`src/rtl/cap_sar_pkg.sv`:
```
package cap_sar_pkg;

    localparam int CAL_CODE_W_DEF = 5;
    localparam int CAL_SETTLE_DEF = 4;

    typedef enum logic {
        CAL_IDLE = 1'b0,
        CAL_RUN  = 1'b1
    } cal_state_e;

    // Result of one bit step: the next code and whether it was the last bit
    typedef struct packed {
        logic [CAL_CODE_W_DEF-1:0] code;
        logic                      last;
    } cal_step_t;

endpackage

```
`src/rtl/cal_sync.sv`:
```
module cal_sync #(
    parameter int STAGES = 2
) (
    input  logic clk,
    input  logic rst,
    input  logic d_i,
    output logic q_o
);
    logic [STAGES-1:0] chain_q;

    genvar k;
    generate
        for (k = 0; k < STAGES; k++) begin : g_stage
            if (k == 0) begin : g_first
                always_ff @(posedge clk) begin
                    if (rst) chain_q[0] <= 1'b0;
                    else     chain_q[0] <= d_i;
                end
            end else begin : g_next
                always_ff @(posedge clk) begin
                    if (rst) chain_q[k] <= 1'b0;
                    else     chain_q[k] <= chain_q[k-1];
                end
            end
        end
    endgenerate

    assign q_o = chain_q[STAGES-1];
endmodule

```
`src/rtl/cal_settle_timer.sv`:
```
module cal_settle_timer #(
    parameter int SETTLE_CYC = 4
) (
    input  logic clk,
    input  logic rst,
    input  logic run_i,
    input  logic restart_i,
    output logic decide_o
);
    localparam int CNT_W = (SETTLE_CYC > 1) ? $clog2(SETTLE_CYC) : 1;
    localparam logic [CNT_W-1:0] CNT_LAST = CNT_W'(SETTLE_CYC - 1);

    logic [CNT_W-1:0] cnt_q;

    always_ff @(posedge clk) begin
        if (rst || restart_i || !run_i) cnt_q <= '0;
        else                            cnt_q <= cnt_q + 1'b1;
    end

    assign decide_o = run_i && (cnt_q == CNT_LAST);

    // between restarts the wait counter advances by one each cycle
    p_count_step_r5: assert property (@(posedge clk) disable iff (rst)
        (run_i && !restart_i) |=> (!run_i || cnt_q == $past(cnt_q) + 1'b1));
endmodule

```
`src/rtl/cal_sar_core.sv`:
```
module cal_sar_core
    import cap_sar_pkg::*;
#(
    parameter int CODE_W = 5
) (
    input  logic              clk,
    input  logic              rst,
    input  logic              load_i,
    input  logic              decide_i,
    input  logic              cmp_i,
    output logic [CODE_W-1:0] trial_o,
    output logic [CODE_W-1:0] final_o,
    output logic              running_o,
    output logic              finish_o
);
    localparam int IDX_W = (CODE_W > 1) ? $clog2(CODE_W) : 1;
    localparam logic [IDX_W-1:0]  IDX_TOP = IDX_W'(CODE_W - 1);
    localparam logic [CODE_W-1:0] MID     = {1'b1, {(CODE_W-1){1'b0}}};

    cal_state_e        state_q;
    logic [IDX_W-1:0]  idx_q;
    logic [CODE_W-1:0] trial_q;
    logic [CODE_W-1:0] step_code;
    logic              step_last;

    always_comb begin
        step_code         = trial_q;
        step_code[idx_q]  = cmp_i;
        step_last         = (idx_q == '0);
        if (!step_last) step_code[idx_q - 1'b1] = 1'b1;
    end

    always_ff @(posedge clk) begin
        if (rst) begin
            state_q <= CAL_IDLE;
            idx_q   <= IDX_TOP;
            trial_q <= MID;
        end else begin
            case (state_q)
                CAL_IDLE: begin
                    if (load_i) begin
                        trial_q <= MID;
                        idx_q   <= IDX_TOP;
                        state_q <= CAL_RUN;
                    end
                end
                default: begin
                    if (decide_i) begin
                        trial_q <= step_code;
                        if (step_last) state_q <= CAL_IDLE;
                        else           idx_q   <= idx_q - 1'b1;
                    end
                end
            endcase
        end
    end

    assign trial_o   = trial_q;
    assign final_o   = step_code;
    assign running_o = (state_q == CAL_RUN);
    assign finish_o  = (state_q == CAL_RUN) && decide_i && step_last;

    // an accepted start loads mid-scale and enters the search
    p_mid_load_r2: assert property (@(posedge clk) disable iff (rst)
        (state_q == CAL_IDLE && load_i) |=> (trial_q == MID && state_q == CAL_RUN));
    // a high comparator never lowers the code
    p_keep_up_r3: assert property (@(posedge clk) disable iff (rst)
        (state_q == CAL_RUN && decide_i && cmp_i) |=> (trial_q >= $past(trial_q)));
    // a low comparator always lowers the code
    p_clear_down_r4: assert property (@(posedge clk) disable iff (rst)
        (state_q == CAL_RUN && decide_i && !cmp_i) |=> (trial_q < $past(trial_q)));
    // the trial code is held between decisions
    p_trial_hold_r5: assert property (@(posedge clk) disable iff (rst)
        (state_q == CAL_RUN && !decide_i) |=> $stable(trial_q));
endmodule

```
`src/rtl/cap_sar_cal.sv`:
```
module cap_sar_cal
    import cap_sar_pkg::*;
#(
    parameter int CODE_W      = CAL_CODE_W_DEF,
    parameter int SETTLE_CYC  = CAL_SETTLE_DEF,
    parameter int SYNC_STAGES = 2
) (
    input  logic              clk,
    input  logic              rst,
    input  logic              start_i,
    input  logic              cmp_i,
    output logic [CODE_W-1:0] trial_code_o,
    output logic [CODE_W-1:0] filter_code_o,
    output logic              busy_o,
    output logic              done_o
);
    localparam logic [CODE_W-1:0] MID = {1'b1, {(CODE_W-1){1'b0}}};

    logic              cmp_sync;
    logic              running;
    logic              start_acc;
    logic              decide;
    logic              finish;
    logic [CODE_W-1:0] final_code;
    logic [CODE_W-1:0] filt_q;
    logic              done_q;

    assign start_acc = start_i && !running;

    cal_sync #(.STAGES(SYNC_STAGES)) u_sync (
        .clk (clk),
        .rst (rst),
        .d_i (cmp_i),
        .q_o (cmp_sync)
    );

    cal_settle_timer #(.SETTLE_CYC(SETTLE_CYC)) u_timer (
        .clk       (clk),
        .rst       (rst),
        .run_i     (running),
        .restart_i (start_acc || decide),
        .decide_o  (decide)
    );

    cal_sar_core #(.CODE_W(CODE_W)) u_core (
        .clk       (clk),
        .rst       (rst),
        .load_i    (start_acc),
        .decide_i  (decide),
        .cmp_i     (cmp_sync),
        .trial_o   (trial_code_o),
        .final_o   (final_code),
        .running_o (running),
        .finish_o  (finish)
    );

    always_ff @(posedge clk) begin
        if (rst) begin
            filt_q <= MID;
            done_q <= 1'b0;
        end else begin
            done_q <= finish;
            if (finish) filt_q <= final_code;
        end
    end

    assign filter_code_o = filt_q;
    assign busy_o        = running;
    assign done_o        = done_q;

    // the filter code moves only together with done
    p_filter_hold_r7: assert property (@(posedge clk) disable iff (rst)
        !done_q |-> $stable(filt_q));
    // done is a single-cycle pulse
    p_done_single_r8: assert property (@(posedge clk) disable iff (rst)
        done_q |=> !done_q);
    // busy has dropped when done is shown
    p_done_not_busy_r8: assert property (@(posedge clk) disable iff (rst)
        done_q |-> !running);
    // a start during a search does not end it early
    p_start_ignored_r9: assert property (@(posedge clk) disable iff (rst)
        (running && start_i && !finish) |=> running);
endmodule

```
`config.mk`:
```
export PLATFORM = sky130hd
export DESIGN_NAME = cap_sar_cal
export DESIGN_NICKNAME = d
export VERILOG_FILES = /design/src/rtl/cap_sar_pkg.sv /design/src/rtl/cal_sync.sv /design/src/rtl/cal_settle_timer.sv /design/src/rtl/cal_sar_core.sv /design/src/rtl/cap_sar_cal.sv
export SDC_FILE = /design/constraint.sdc
export NUM_CORES = 1
export LEC_CHECK = 0
export BUFFER_PORTS_ARGS = -buffer_cell sky130_fd_sc_hd__buf_2
export CAP_MARGIN = 20
export CORE_MARGIN = 1
export CORE_UTILIZATION = 30
export DETAILED_ROUTE_END_ITERATION = 12
export GPL_ROUTABILITY_DRIVEN = 0
export PLACE_DENSITY_LB_ADDON = 0.1
export SYNTH_ARGS = -nofsm -noshare
export SYNTH_HDL_FRONTEND = slang
export SYNTH_HIERARCHICAL = 1
export SYNTH_SLANG_ARGS = --single-unit
```
`constraint.sdc`:
```
create_clock -name clk -period 4.29 [get_ports clk]
set_input_delay 0.429 -clock clk [delete_from_list [all_inputs] [get_ports clk]]
set_output_delay 0.429 -clock clk [all_outputs]
set_load 0.01 [all_outputs]
```
==> results.md <==
* Status: completed
* Multi-input logic area at 582 um^2
* Global routing's busiest layer: met1
* FILL cells at roughly 360
* Yosys top cell by area: dfxtp_1
* GR Util met3 at 0.0303
* Synth warn at 6
* Final wirelength at 2190 um
* Vias in the first global route at 763
* R2R Path Start: u_core/idx_q[0]
* Std-Cell Core Area at 3100 um^2
* Number of diodes at 0
* M1 GR Usage at 0.208
* Maximum clock path buffer count at 2
* DP Cell Count at 159
* Die Ht at 59.9 um
* Synthesized instance count at about 100
* Hold WS at 350 ps
* TritonCTS buffer count at 3
* TNS Setup at 0 ps
* RSZ-0062 raised after global routing: no
* DP Area at 1110 um^2
* DR vias/cell at ~5
* Max Fclk at 0.463 GHz
* Fin crit period at 2160 ps
* Die footprint at approximately 3600 um^2
* Cell Count, Final, Fillers Out at 163
* FF+latch count, synth at 19
* TritonCTS Sinks at 19
* Crit-path slowest cell: dfxtp_1
* Pwr Density at around 270 nW/um^2
* Endpoints failing setup at 0
* CTS tree: done
* WP data required at ~4500 ps
* Flop-to-flop setup slack at 2130 ps
* # resized after CTS at 0
* Initial DRC count at 23
* Hold Startpoint: cmp_i
* Initial antenna violation count at 0
* Buffers plus inverters on the worst setup path at 1
* Most common cell on crit path: nor2_1
* Kind of critical path: flop to flop
* Worst Path Max Fanout at 13
* Area fraction of the dominant cell type after synthesis at 0.379
* Tightest Pin Transition at 652 ps
* Gr ovfl total at 0
* Crit path DAT at 2400 ps
* # DRC at 0
* Max VDD drop at 0.000106 V
* Port Buf Inserts at 15
* Syn nets at roughly 110
* Layout Nets at around 130
* Hold buffers post-CTS at 0
* Syn Area/Cell at 9.66 um^2
* Clock Latency Late Sink at 290 ps
* Skew final at 1.31 ps
* Largest stage delay, worst path at 640 ps
* Largest delay contributor family on the critical path: flip-flops
* Class of the worst hold path: input port to flop
* First-pass GRT wire length at 3660 um
* CP startpoint: u_core/idx_q[0]
* Seq. cell area at 380 um^2
* Core Util, Final at 0.365
* Num rows at 20
* I/O Pins at 16
* Register area share after synthesis at 0.379
* Crit path capture type: flop
* GR Util All Layers at 0.140
* Clock H-tree levels at 1
* Crit path cell chain: inv_1 > ha_1 > nor3_2 > nor2_1 > o31ai_1 > mux2i_1 > nor2_1
* Synth Cell Area at 1000 um^2
* Area added between synthesis and finish at 12.8%
* Fin crit share at 0.503
* Antenna Nets Post-Route at 0
* Fin area at between 1000 and 1500 um^2
* Met2 Use GR at 0.184
* Worst Setup Start Kind: flop
* Clock transition at path regs at about 110 ps
* Synth area leaders: dfxtp_1 (38%), mux2i_1 (10%), o211ai_1 (4.5%)
* Dpl hpwl at 1550 um
* Slew HR at 0.564
* Root buffer cell: clkbuf_4
* Cell variety after synth at 34
* Largest net degree at the start of global routing at 22
* Lkg Pwr at 0.423 nW
* Die Wd at 59.9 um
* DR pass1 iterations at 4
* Vias at between 800 and 900
* Layout cell share with drive strength beyond 1 at 0.202
* Max Slew Vio Count at 0
* Routed wire per std cell at 13.5 um
* Initial Util at 0.324
* Total of max-cap violations at 0
* Count of final hold-check violations at 0
* Setup bufs post-CTS at 0
==> layout make-up <==
| type | count | share of cell area |
|---|---|---|
| clock buffers | 4 | 0.0232 |
| inverters | 4 | 0.0132 |
| multi-input cells | 77 | 0.513 |
| flip-flops and latches | 19 | 0.336 |
| well taps | 44 | 0.0486 |
| repair buffers | 15 | 0.0662 |
==> metal layers <==
metal  up-vias  share of wire
li1        414              -
met1       384           0.50
met2        21           0.43
met3         4          0.050
met4         0          0.019
met5         -              0
==> registers in the layout, summed over array words and instances (netlist names) <==
name,count
done_o,1
filter_code_o,5
u_core/idx_q,3
u_core/running_o,1
u_core/trial_o,5
u_sync/chain_q,1
u_sync/q_o,1
u_timer/cnt_q,2
==> Yosys cell counts <==
cell type / n
a211o_1: 2
a21oi_1: 2
a31oi_1: 1
and2_1: 2
and3b_1: 1
and4bb_2: 1
buf_2: 1
buf_4: 1
buf_6: 1
clkbuf_1: 1
dfxtp_1: 19
ha_1: 3
inv_1: 4
mux2i_1: 10
nand2_1: 3
nand2b_1: 2
nand3b_1: 5
nand4_1: 1
nor2_1: 7
nor2b_1: 7
nor3_1: 1
nor3_2: 2
nor3b_1: 3
nor3b_2: 2
nor4b_2: 1
o2111ai_1: 4
o211ai_1: 6
o21a_1: 1
o21ai_0: 2
o21ai_1: 1
o21bai_1: 1
o31ai_1: 3
or2_1: 2
or3_1: 1
==> through the flow <==
step / setup slack (ps) / power [mW]
3_5_place_dp: 2210 / 0.215
5_1_grt: 1960 / 0.322
3_3_place_gp: 2170 / 0.216
6_report: 2130 / 0.304
4_1_cts: 2160 / 0.309
2_1_floorplan: 2610 / 0.208
==> final timing paths <==
path	cells after the start	to
setup reg to reg	7	filter_code_o[2]
hold / removal	2	u_sync/chain_q[0]
hold reg to reg	1	u_timer/cnt_q[0]
setup / recovery	7	filter_code_o[2]
==> kinds of logic (layout without fill, tap and decap cells) <==
logic type               after synthesis  in the layout  synth area share
AND/OR/NAND/NOR                       41             41             0.276
AO/OA/AOI/OAI                         23             23             0.166
flip-flops                            19             19             0.379
multiplexers                          10             10            0.0996
buffers and inverters                  8             23            0.0423
adder cells (fa/ha/maj)                3              3            0.0374
==> cell usage in the layout (no fill, tap or decap), types with 3 or more instances in the layout <==
cell,Yosys,final
o31ai_1,3,3
o2111ai_1,4,4
nand2_1,3,3
inv_1,4,4
ha_1,3,3
buf_2,1,15
mux2i_1,10,10
nor2b_1,7,7
nor2_1,7,7
nand3b_1,5,5
o211ai_1,6,6
nor3b_1,3,3
clkbuf_4,0,3
dfxtp_1,19,19
==> where the power goes <==
| group | switching [mW] | leakage [nW] | internal (mW) |
|---|---|---|---|
| combinational | 0.0138 | 0.254 | 0.0117 |
| sequential | 0.00629 | 0.154 | 0.179 |
| clock | 0.0567 | 0.0150 | 0.0361 |
==> worst register-to-register path, cell delays in order, from the launching register on <==
cell and delay [ps]:
dfxtp_1 640, inv_1 190, ha_1 290, nor3_2 310
nor2_1 160, o31ai_1 290, mux2i_1 130, nor2_1 100
(Power assumes the default switching activity.)
